===== config.mk =====
export PLATFORM = sky130hd
export DESIGN_NAME = rn_vp_rename
export DESIGN_NICKNAME = d
export VERILOG_FILES = /design/src/rtl/rn_pkg.sv /design/src/rtl/rn_free_pool.sv /design/src/rtl/rn_map_table.sv /design/src/rtl/rn_vp_rename.sv
export SDC_FILE = /design/constraint.sdc
export NUM_CORES = 1
export LEC_CHECK = 0
export ABC_AREA = 1
export BUFFER_PORTS_ARGS = -buffer_cell sky130_fd_sc_hd__buf_4
export CAP_MARGIN = 20
export CORE_AREA = 2 2 133 135
export CTS_BUF_LIST = sky130_fd_sc_hd__clkbuf_16
export DETAILED_ROUTE_END_ITERATION = 16
export DIE_AREA = 0 0 135 137
export PLACE_DENSITY = 0.79
export SYNTH_ARGS = -nofsm -noshare
export SYNTH_HDL_FRONTEND = slang
export SYNTH_SLANG_ARGS = --single-unit

===== constraint.sdc =====
create_clock -name clk -period 5.4 [get_ports clk]
set_input_delay 1.62 -clock clk [delete_from_list [all_inputs] [get_ports clk]]
set_output_delay 1.62 -clock clk [all_outputs]
set_load 0.05 [all_outputs]

===== src/rtl/rn_pkg.sv =====
package rn_pkg;
    parameter int LOG_REGS  = 8;
    parameter int VP_TAGS   = 16;
    parameter int PHYS_REGS = 12;

    localparam int LW = $clog2(LOG_REGS);
    localparam int VW = $clog2(VP_TAGS);
    localparam int PW = $clog2(PHYS_REGS);
    localparam int TW = (VW > PW) ? VW : PW;

    typedef struct packed {
        logic [VW-1:0] vp;
        logic [PW-1:0] phys;
        logic          valid;
    } gmt_entry_t;

    function automatic logic [TW-1:0] rename_src(gmt_entry_t e);
        return e.valid ? TW'(e.phys) : TW'(e.vp);
    endfunction
endpackage


===== src/rtl/rn_free_pool.sv =====
module rn_free_pool #(
    parameter int N          = 16,
    parameter int RESET_USED = 8,
    parameter int IW         = $clog2(N)
) (
    input  logic          clk,
    input  logic          rst,
    input  logic          alloc_en,
    input  logic          rel_en,
    input  logic [IW-1:0] rel_idx,
    output logic          avail,
    output logic [IW-1:0] grant
);
    logic [N-1:0] free_q;
    logic [N-1:0] free_d;

    always_comb begin
        grant = '0;
        for (int i = N - 1; i >= 0; i--) begin
            if (free_q[i]) grant = IW'(i);
        end
        avail = |free_q;
    end

    always_comb begin
        free_d = free_q;
        if (alloc_en) free_d[grant] = 1'b0;
        if (rel_en)   free_d[rel_idx] = 1'b1;
    end

    always_ff @(posedge clk) begin
        if (rst) begin
            for (int i = 0; i < N; i++) free_q[i] <= (i >= RESET_USED);
        end else begin
            free_q <= free_d;
        end
    end


    rel_legal_chk: assert property (@(posedge clk) disable iff (rst)
        rel_en |-> !free_q[rel_idx]);


    alloc_avail_chk: assert property (@(posedge clk) disable iff (rst)
        alloc_en |-> avail);
endmodule


===== src/rtl/rn_map_table.sv =====
module rn_map_table
    import rn_pkg::*;
(
    input  logic          clk,
    input  logic          rst,
    input  logic          dec_we,
    input  logic [LW-1:0] dec_log,
    input  logic [VW-1:0] dec_vp,
    input  logic          cmp_we,
    input  logic [LW-1:0] cmp_log,
    input  logic [VW-1:0] cmp_vp,
    input  logic [PW-1:0] cmp_phys,
    input  logic          rb_we,
    input  logic [LW-1:0] rb_log,
    input  logic [VW-1:0] rb_vp,
    input  logic [PW-1:0] rb_phys,
    input  logic          rb_bound,
    output gmt_entry_t    tbl [LOG_REGS]
);
    always_ff @(posedge clk) begin
        if (rst) begin
            for (int i = 0; i < LOG_REGS; i++) begin
                tbl[i].vp    <= VW'(i);
                tbl[i].phys  <= PW'(i);
                tbl[i].valid <= 1'b1;
            end
        end else begin
            for (int i = 0; i < LOG_REGS; i++) begin
                if (rb_we && rb_log == LW'(i)) begin
                    tbl[i].vp    <= rb_vp;
                    tbl[i].phys  <= rb_phys;
                    tbl[i].valid <= rb_bound;
                end else if (dec_we && dec_log == LW'(i)) begin
                    tbl[i].vp    <= dec_vp;
                    tbl[i].valid <= 1'b0;
                end else if (cmp_we && cmp_log == LW'(i) && tbl[i].vp == cmp_vp) begin
                    tbl[i].phys  <= cmp_phys;
                    tbl[i].valid <= 1'b1;
                end
            end
        end
    end
endmodule


===== src/rtl/rn_vp_rename.sv =====
module rn_vp_rename
    import rn_pkg::*;
(
    input  logic          clk,
    input  logic          rst,
    input  logic          dec_valid,
    input  logic [LW-1:0] dec_src0,
    input  logic [LW-1:0] dec_src1,
    input  logic [LW-1:0] dec_dst,
    output logic          dec_ready,
    output logic [TW-1:0] dec_src0_tag,
    output logic          dec_src0_rdy,
    output logic [TW-1:0] dec_src1_tag,
    output logic          dec_src1_rdy,
    output logic [VW-1:0] dec_dst_vp,
    output logic [VW-1:0] dec_prev_vp,
    input  logic          cmp_valid,
    input  logic [VW-1:0] cmp_vp,
    input  logic [LW-1:0] cmp_log,
    output logic          cmp_ready,
    output logic [PW-1:0] cmp_phys,
    input  logic          rb_valid,
    input  logic [LW-1:0] rb_log,
    input  logic [VW-1:0] rb_vp,
    input  logic          rel_valid,
    input  logic [VW-1:0] rel_vp
);
    gmt_entry_t    tbl [LOG_REGS];
    logic [PW-1:0] pmt_phys  [VP_TAGS];
    logic          pmt_bound [VP_TAGS];

    logic          vp_avail, ph_avail, dec_fire, cmp_fire, ph_rel;
    logic [VW-1:0] vp_grant;
    logic [PW-1:0] ph_grant;

    assign dec_ready = vp_avail && !rb_valid;
    assign cmp_ready = ph_avail && !rb_valid;
    assign dec_fire  = dec_valid && dec_ready;
    assign cmp_fire  = cmp_valid && cmp_ready;
    assign ph_rel    = rel_valid && pmt_bound[rel_vp];

    assign dec_src0_tag = rename_src(tbl[dec_src0]);
    assign dec_src0_rdy = tbl[dec_src0].valid;
    assign dec_src1_tag = rename_src(tbl[dec_src1]);
    assign dec_src1_rdy = tbl[dec_src1].valid;
    assign dec_dst_vp   = vp_grant;
    assign dec_prev_vp  = tbl[dec_dst].vp;
    assign cmp_phys     = ph_grant;

    rn_free_pool #(.N(VP_TAGS), .RESET_USED(LOG_REGS), .IW(VW)) u_vp_pool (
        .clk(clk), .rst(rst), .alloc_en(dec_fire), .rel_en(rel_valid),
        .rel_idx(rel_vp), .avail(vp_avail), .grant(vp_grant)
    );

    rn_free_pool #(.N(PHYS_REGS), .RESET_USED(LOG_REGS), .IW(PW)) u_ph_pool (
        .clk(clk), .rst(rst), .alloc_en(cmp_fire), .rel_en(ph_rel),
        .rel_idx(pmt_phys[rel_vp]), .avail(ph_avail), .grant(ph_grant)
    );

    rn_map_table u_gmt (
        .clk(clk), .rst(rst),
        .dec_we(dec_fire), .dec_log(dec_dst), .dec_vp(vp_grant),
        .cmp_we(cmp_fire), .cmp_log(cmp_log), .cmp_vp(cmp_vp), .cmp_phys(ph_grant),
        .rb_we(rb_valid), .rb_log(rb_log), .rb_vp(rb_vp),
        .rb_phys(pmt_phys[rb_vp]), .rb_bound(pmt_bound[rb_vp]),
        .tbl(tbl)
    );

    always_ff @(posedge clk) begin
        if (rst) begin
            for (int i = 0; i < VP_TAGS; i++) begin
                pmt_phys[i]  <= (i < LOG_REGS) ? PW'(i) : '0;
                pmt_bound[i] <= (i < LOG_REGS);
            end
        end else begin
            for (int i = 0; i < VP_TAGS; i++) begin
                if (cmp_fire && cmp_vp == VW'(i)) begin
                    pmt_phys[i]  <= ph_grant;
                    pmt_bound[i] <= 1'b1;
                end else if ((rel_valid && rel_vp == VW'(i)) ||
                             (dec_fire && vp_grant == VW'(i))) begin
                    pmt_bound[i] <= 1'b0;
                end
            end
        end
    end


    dst_map_chk: assert property (@(posedge clk) disable iff (rst)
        dec_fire |=> (tbl[$past(dec_dst)].vp == $past(dec_dst_vp)) && !tbl[$past(dec_dst)].valid);


    bind_chk: assert property (@(posedge clk) disable iff (rst)
        cmp_fire |=> pmt_bound[$past(cmp_vp)] && (pmt_phys[$past(cmp_vp)] == $past(cmp_phys)));


    stale_chk: assert property (@(posedge clk) disable iff (rst)
        (cmp_fire && !rb_valid && tbl[cmp_log].vp != cmp_vp && !(dec_fire && dec_dst == cmp_log))
        |=> tbl[$past(cmp_log)] == $past(tbl[cmp_log]));


    rb_restore_chk: assert property (@(posedge clk) disable iff (rst)
        rb_valid |=> tbl[$past(rb_log)].vp == $past(rb_vp));


    rb_block_chk: assert property (@(posedge clk) disable iff (rst)
        rb_valid |-> !dec_ready && !cmp_ready);
endmodule


==> qor.csv <==
stage;metric;value;unit
outcome;status;finished clean;
routing;routed_wl;38.6;mm
final_layout;fin_nets;1608;
worst_setup_path;r2r_slack;2.54;ns
routing;wire_per_inst;21.3;um
placed_design;place_hpwl;28.1;mm
floorplanning;die_w;135;um
worst_setup_path;crit_end;dec_src0_tag[3];
clock_tree;cts_max_level;4;
global_route;grt_pass1_vias;10161;
final_layout;drive_gt1_frac;0.0844;
placed_design;place_congestion;1.08;
final_layout;areaGrowthSynthToFinish;9.60;%
flow_run;cap_violations;0;
placed_design;io_buffers;56;
synth;syn_area;10900;sq um
pwr;max-vdd-ir-drop;0.000254;V
synth;async_reset_ff_frac;0;
floorplanning;ios;57;
floorplanning;die_h;137;um
floorplanning;core_area;17100;sq um
global_route;grt_max_degree;63;
synth;synth_cells;1558;
synth;ys_types;45;
worst_setup_path;worstPathArrival;3.48;ns
floorplanning;num_rows;48;
clock_tree;numCtsBuffers;17;
synth;synthTopCellsByArea;dfxtp_1 20%, edfxtp_1 20%, nand2_1 12%, o21ai_0 8.0%, nor2_1 6.0%;
floorplanning;start_util;0.640;
timing;hold_violations;0;
timing;finalSetupTns;0;ns
worst_setup_path;critical_path.startpoint_type;input port;
worst_setup_path;cp.required;3.78;ns
clock_tree;cts_tree;done;
placed_design;pre_cts_ws;0.347;ns
timing;setup_ws;0.304;ns
placed_design;placed_area;11400;sq um
timing;rsz0062_at_grt;no;
synth;yosysWarnings;0;
final_layout;n_antenna_cell;0;
synth;syn_nets;1591;
clock_tree;hold_buffers;0;
worst_setup_path;reg2reg_depth;11;
timing;fin_crit_sh;0.944;
routing;drt_iter0_markers;1981;
timing;clock_skew;0.00981;ns
routing;viasPerCell;6.55;
synth;seq_area_frac_synth;0.396;
routing;vias;11882;
worst_setup_path;r2r-end;pmt_bound[8]$_SDFFCE_PN0P_;
clock_tree;cts_root_buf;clkbuf_16;
global_route;gr-total-overflow;0;
global_route;grt_pass1_wl;57.8;mm
floorplanning;dieArea;18500;sq um
synth;syn_area_per_cell;7.00;sq um
global_route;antenna_found_initial;0;
global_route;grtUsageTotal;0.415;
clock_tree;cts_num_sinks;180;
synth;synth_top_cell_by_area;dfxtp_1;
final_layout;fin_area;12000;sq um
timing;final-setup-viol-count;0;
pwr;leakage;0.00499;uW
pwr;power_density;285;nW/um^2
worst_setup_path;crit_fanout;50;
worst_setup_path;crit_path_start;dec_src0[0];
worst_setup_path;path_class;input port to output port;
synth;ys_ff_latch;180;
timing;timing.hold.ws;0.458;ns
timing;timing.final.crit_period;5.10;ns
routing;drc;0;
timing;drv_slew;0;
worst_setup_path;end_kind;output port;
synth;synth_edf_count;72;
min_path;hp-class;flop to flop;
clock_tree;cts-resized-gates;0;
routing;dr.pass1.iters;6;
worst_setup_path;timing.rr.start;u_ph_pool.free_q[10]$_SDFF_PP1_;
synth;ys.flop_type;dfxtp_1;
routing;ant_nets;0;
clock_tree;clk_latency;0.44;ns
synth;synth_top_area_share;0.198;
timing;relSlewSlack;0.373;
clock_tree;clk_pin_slew;0.07;ns
clock_tree;post_cts_buffers;0;
timing;max_freq;196;MHz
timing;worst_pin_slew;0.940;ns
clock_tree;cts.path.max_buffers;2;
[metrics by stage]
stage / std cells / utilization / total power (uW)
finish: 1813 / 0.701 / 3410
global route: 1813 / 0.701 / 3500
CTS: 1813 / 0.701 / 3370
detailed placement: 1781 / 0.669 / 2220
global placement: 1781 / 0.669 / 2210
floorplan: 1558 / - / 2000
[registers in the layout (all words and copies together) (netlist names)]
name	flops
u_ph_pool.free_q	12
u_gmt.tbl	72
pmt_phys	64
pmt_bound	16
u_vp_pool.free_q	16
[cell usage in the layout, fill, tap and decap left out, drive strengths merged]
cell / instances
nor3: 13
a31oi: 31
a31o: 4
o221ai: 24
xnor2: 12
nand4: 26
o22ai: 14
a221oi: 2
o211ai: 37
a21boi: 1
o2111ai: 11
o21bai: 1
buf: 68
nand2: 347
a211oi: 6
nand3: 88
o21ai: 175
edfxtp: 72
xor2: 13
inv: 182
nor2: 180
dfxtp: 108
a221o: 1
clkinv: 12
a32oi: 2
a22oi: 24
or2: 1
a21oi: 111
clkbuf: 18
nor4: 4
[Yosys cell counts (2+ instances only)]
cell type  number
nand2_1       344
dfxtp_1       108
edfxtp_1       72
nor3_1          9
a211oi_1        6
o221ai_1       24
inv_2           9
a21oi_2         2
buf_4           3
nand2_2         2
clkinv_1        7
xnor2_1        12
o2111ai_1      11
a31oi_1        31
nor2_1        175
nand4_1        25
clkbuf_1       48
a31o_2          4
a21oi_1       108
a22oi_1        24
buf_2          14
nor4_1          4
o22ai_1        14
a32oi_1         2
nand3_2         2
o211ai_1       37
o21ai_0       174
buf_6           2
nor2_2          4
nor3_2          4
buf_1           3
xor2_1         13
inv_1         163
a221oi_1        2
nand3_1        86
[worst min path at each step]
stage / start / endpoint / slack (ns) / depth (start not counted)
global route: u_vp_pool.free_q[9]$_SDFF_PP1_ / u_vp_pool.free_q[9]$_SDFF_PP1_ / 0.49 / 2
global placement: u_vp_pool.free_q[8]$_SDFF_PP1_ / u_vp_pool.free_q[8]$_SDFF_PP1_ / 0.44 / 2
detailed placement: u_vp_pool.free_q[8]$_SDFF_PP1_ / u_vp_pool.free_q[8]$_SDFF_PP1_ / 0.44 / 2
CTS: u_vp_pool.free_q[8]$_SDFF_PP1_ / u_vp_pool.free_q[8]$_SDFF_PP1_ / 0.45 / 2
floorplan: u_vp_pool.free_q[8]$_SDFF_PP1_ / u_vp_pool.free_q[8]$_SDFF_PP1_ / 0.42 / 2
finish: u_vp_pool.free_q[8]$_SDFF_PP1_ / u_vp_pool.free_q[8]$_SDFF_PP1_ / 0.46 / 2
[report_power, final]
group | switching (uW) | internal, uW
registers | 51.5 | 1480
logic | 508 | 187
clock network | 566 | 621
[worst max-delay path: stages]
cell	delay, ns
buf_4	0.34
inv_1	0.26
a21oi_1	0.19
o21ai_0	0.09
nand2_1	0.07
nor2_1	0.04
a31oi_2	0.39
nor2_1	0.10
a31oi_1	0.15
buf_4	0.22
[per-layer routing]
| metal | vias up | wire [um] | GRT usage |
|---|---|---|---|
| met1 | 5383 | 15000 | 0.589 |
| li1 | 5398 | - | - |
| met5 | - | 0 | 0 |
| met4 | 0 | 1420 | 0.140 |
| met2 | 954 | 16100 | 0.605 |
| met3 | 147 | 6120 | 0.125 |
[area by class of cell]
type	count	area, sq um
Fill cell	1479	5100
Clock buffer	18	450
Tap cell	225	282
Clock inverter	14	98.8
Timing Repair Buffer	68	510
Sequential cell	180	4320
Multi-Input combinational cell	1128	5620
Inverter	180	678
[cell families after synthesis]
| family | share of synthesized area |
|---|---|
| xor+xnor | 0.0201 |
| compound gates | 0.242 |
| buf+inv | 0.0902 |
| flops | 0.396 |
| simple gates | 0.251 |
Note: power is estimated with default switching activity, not from simulation.
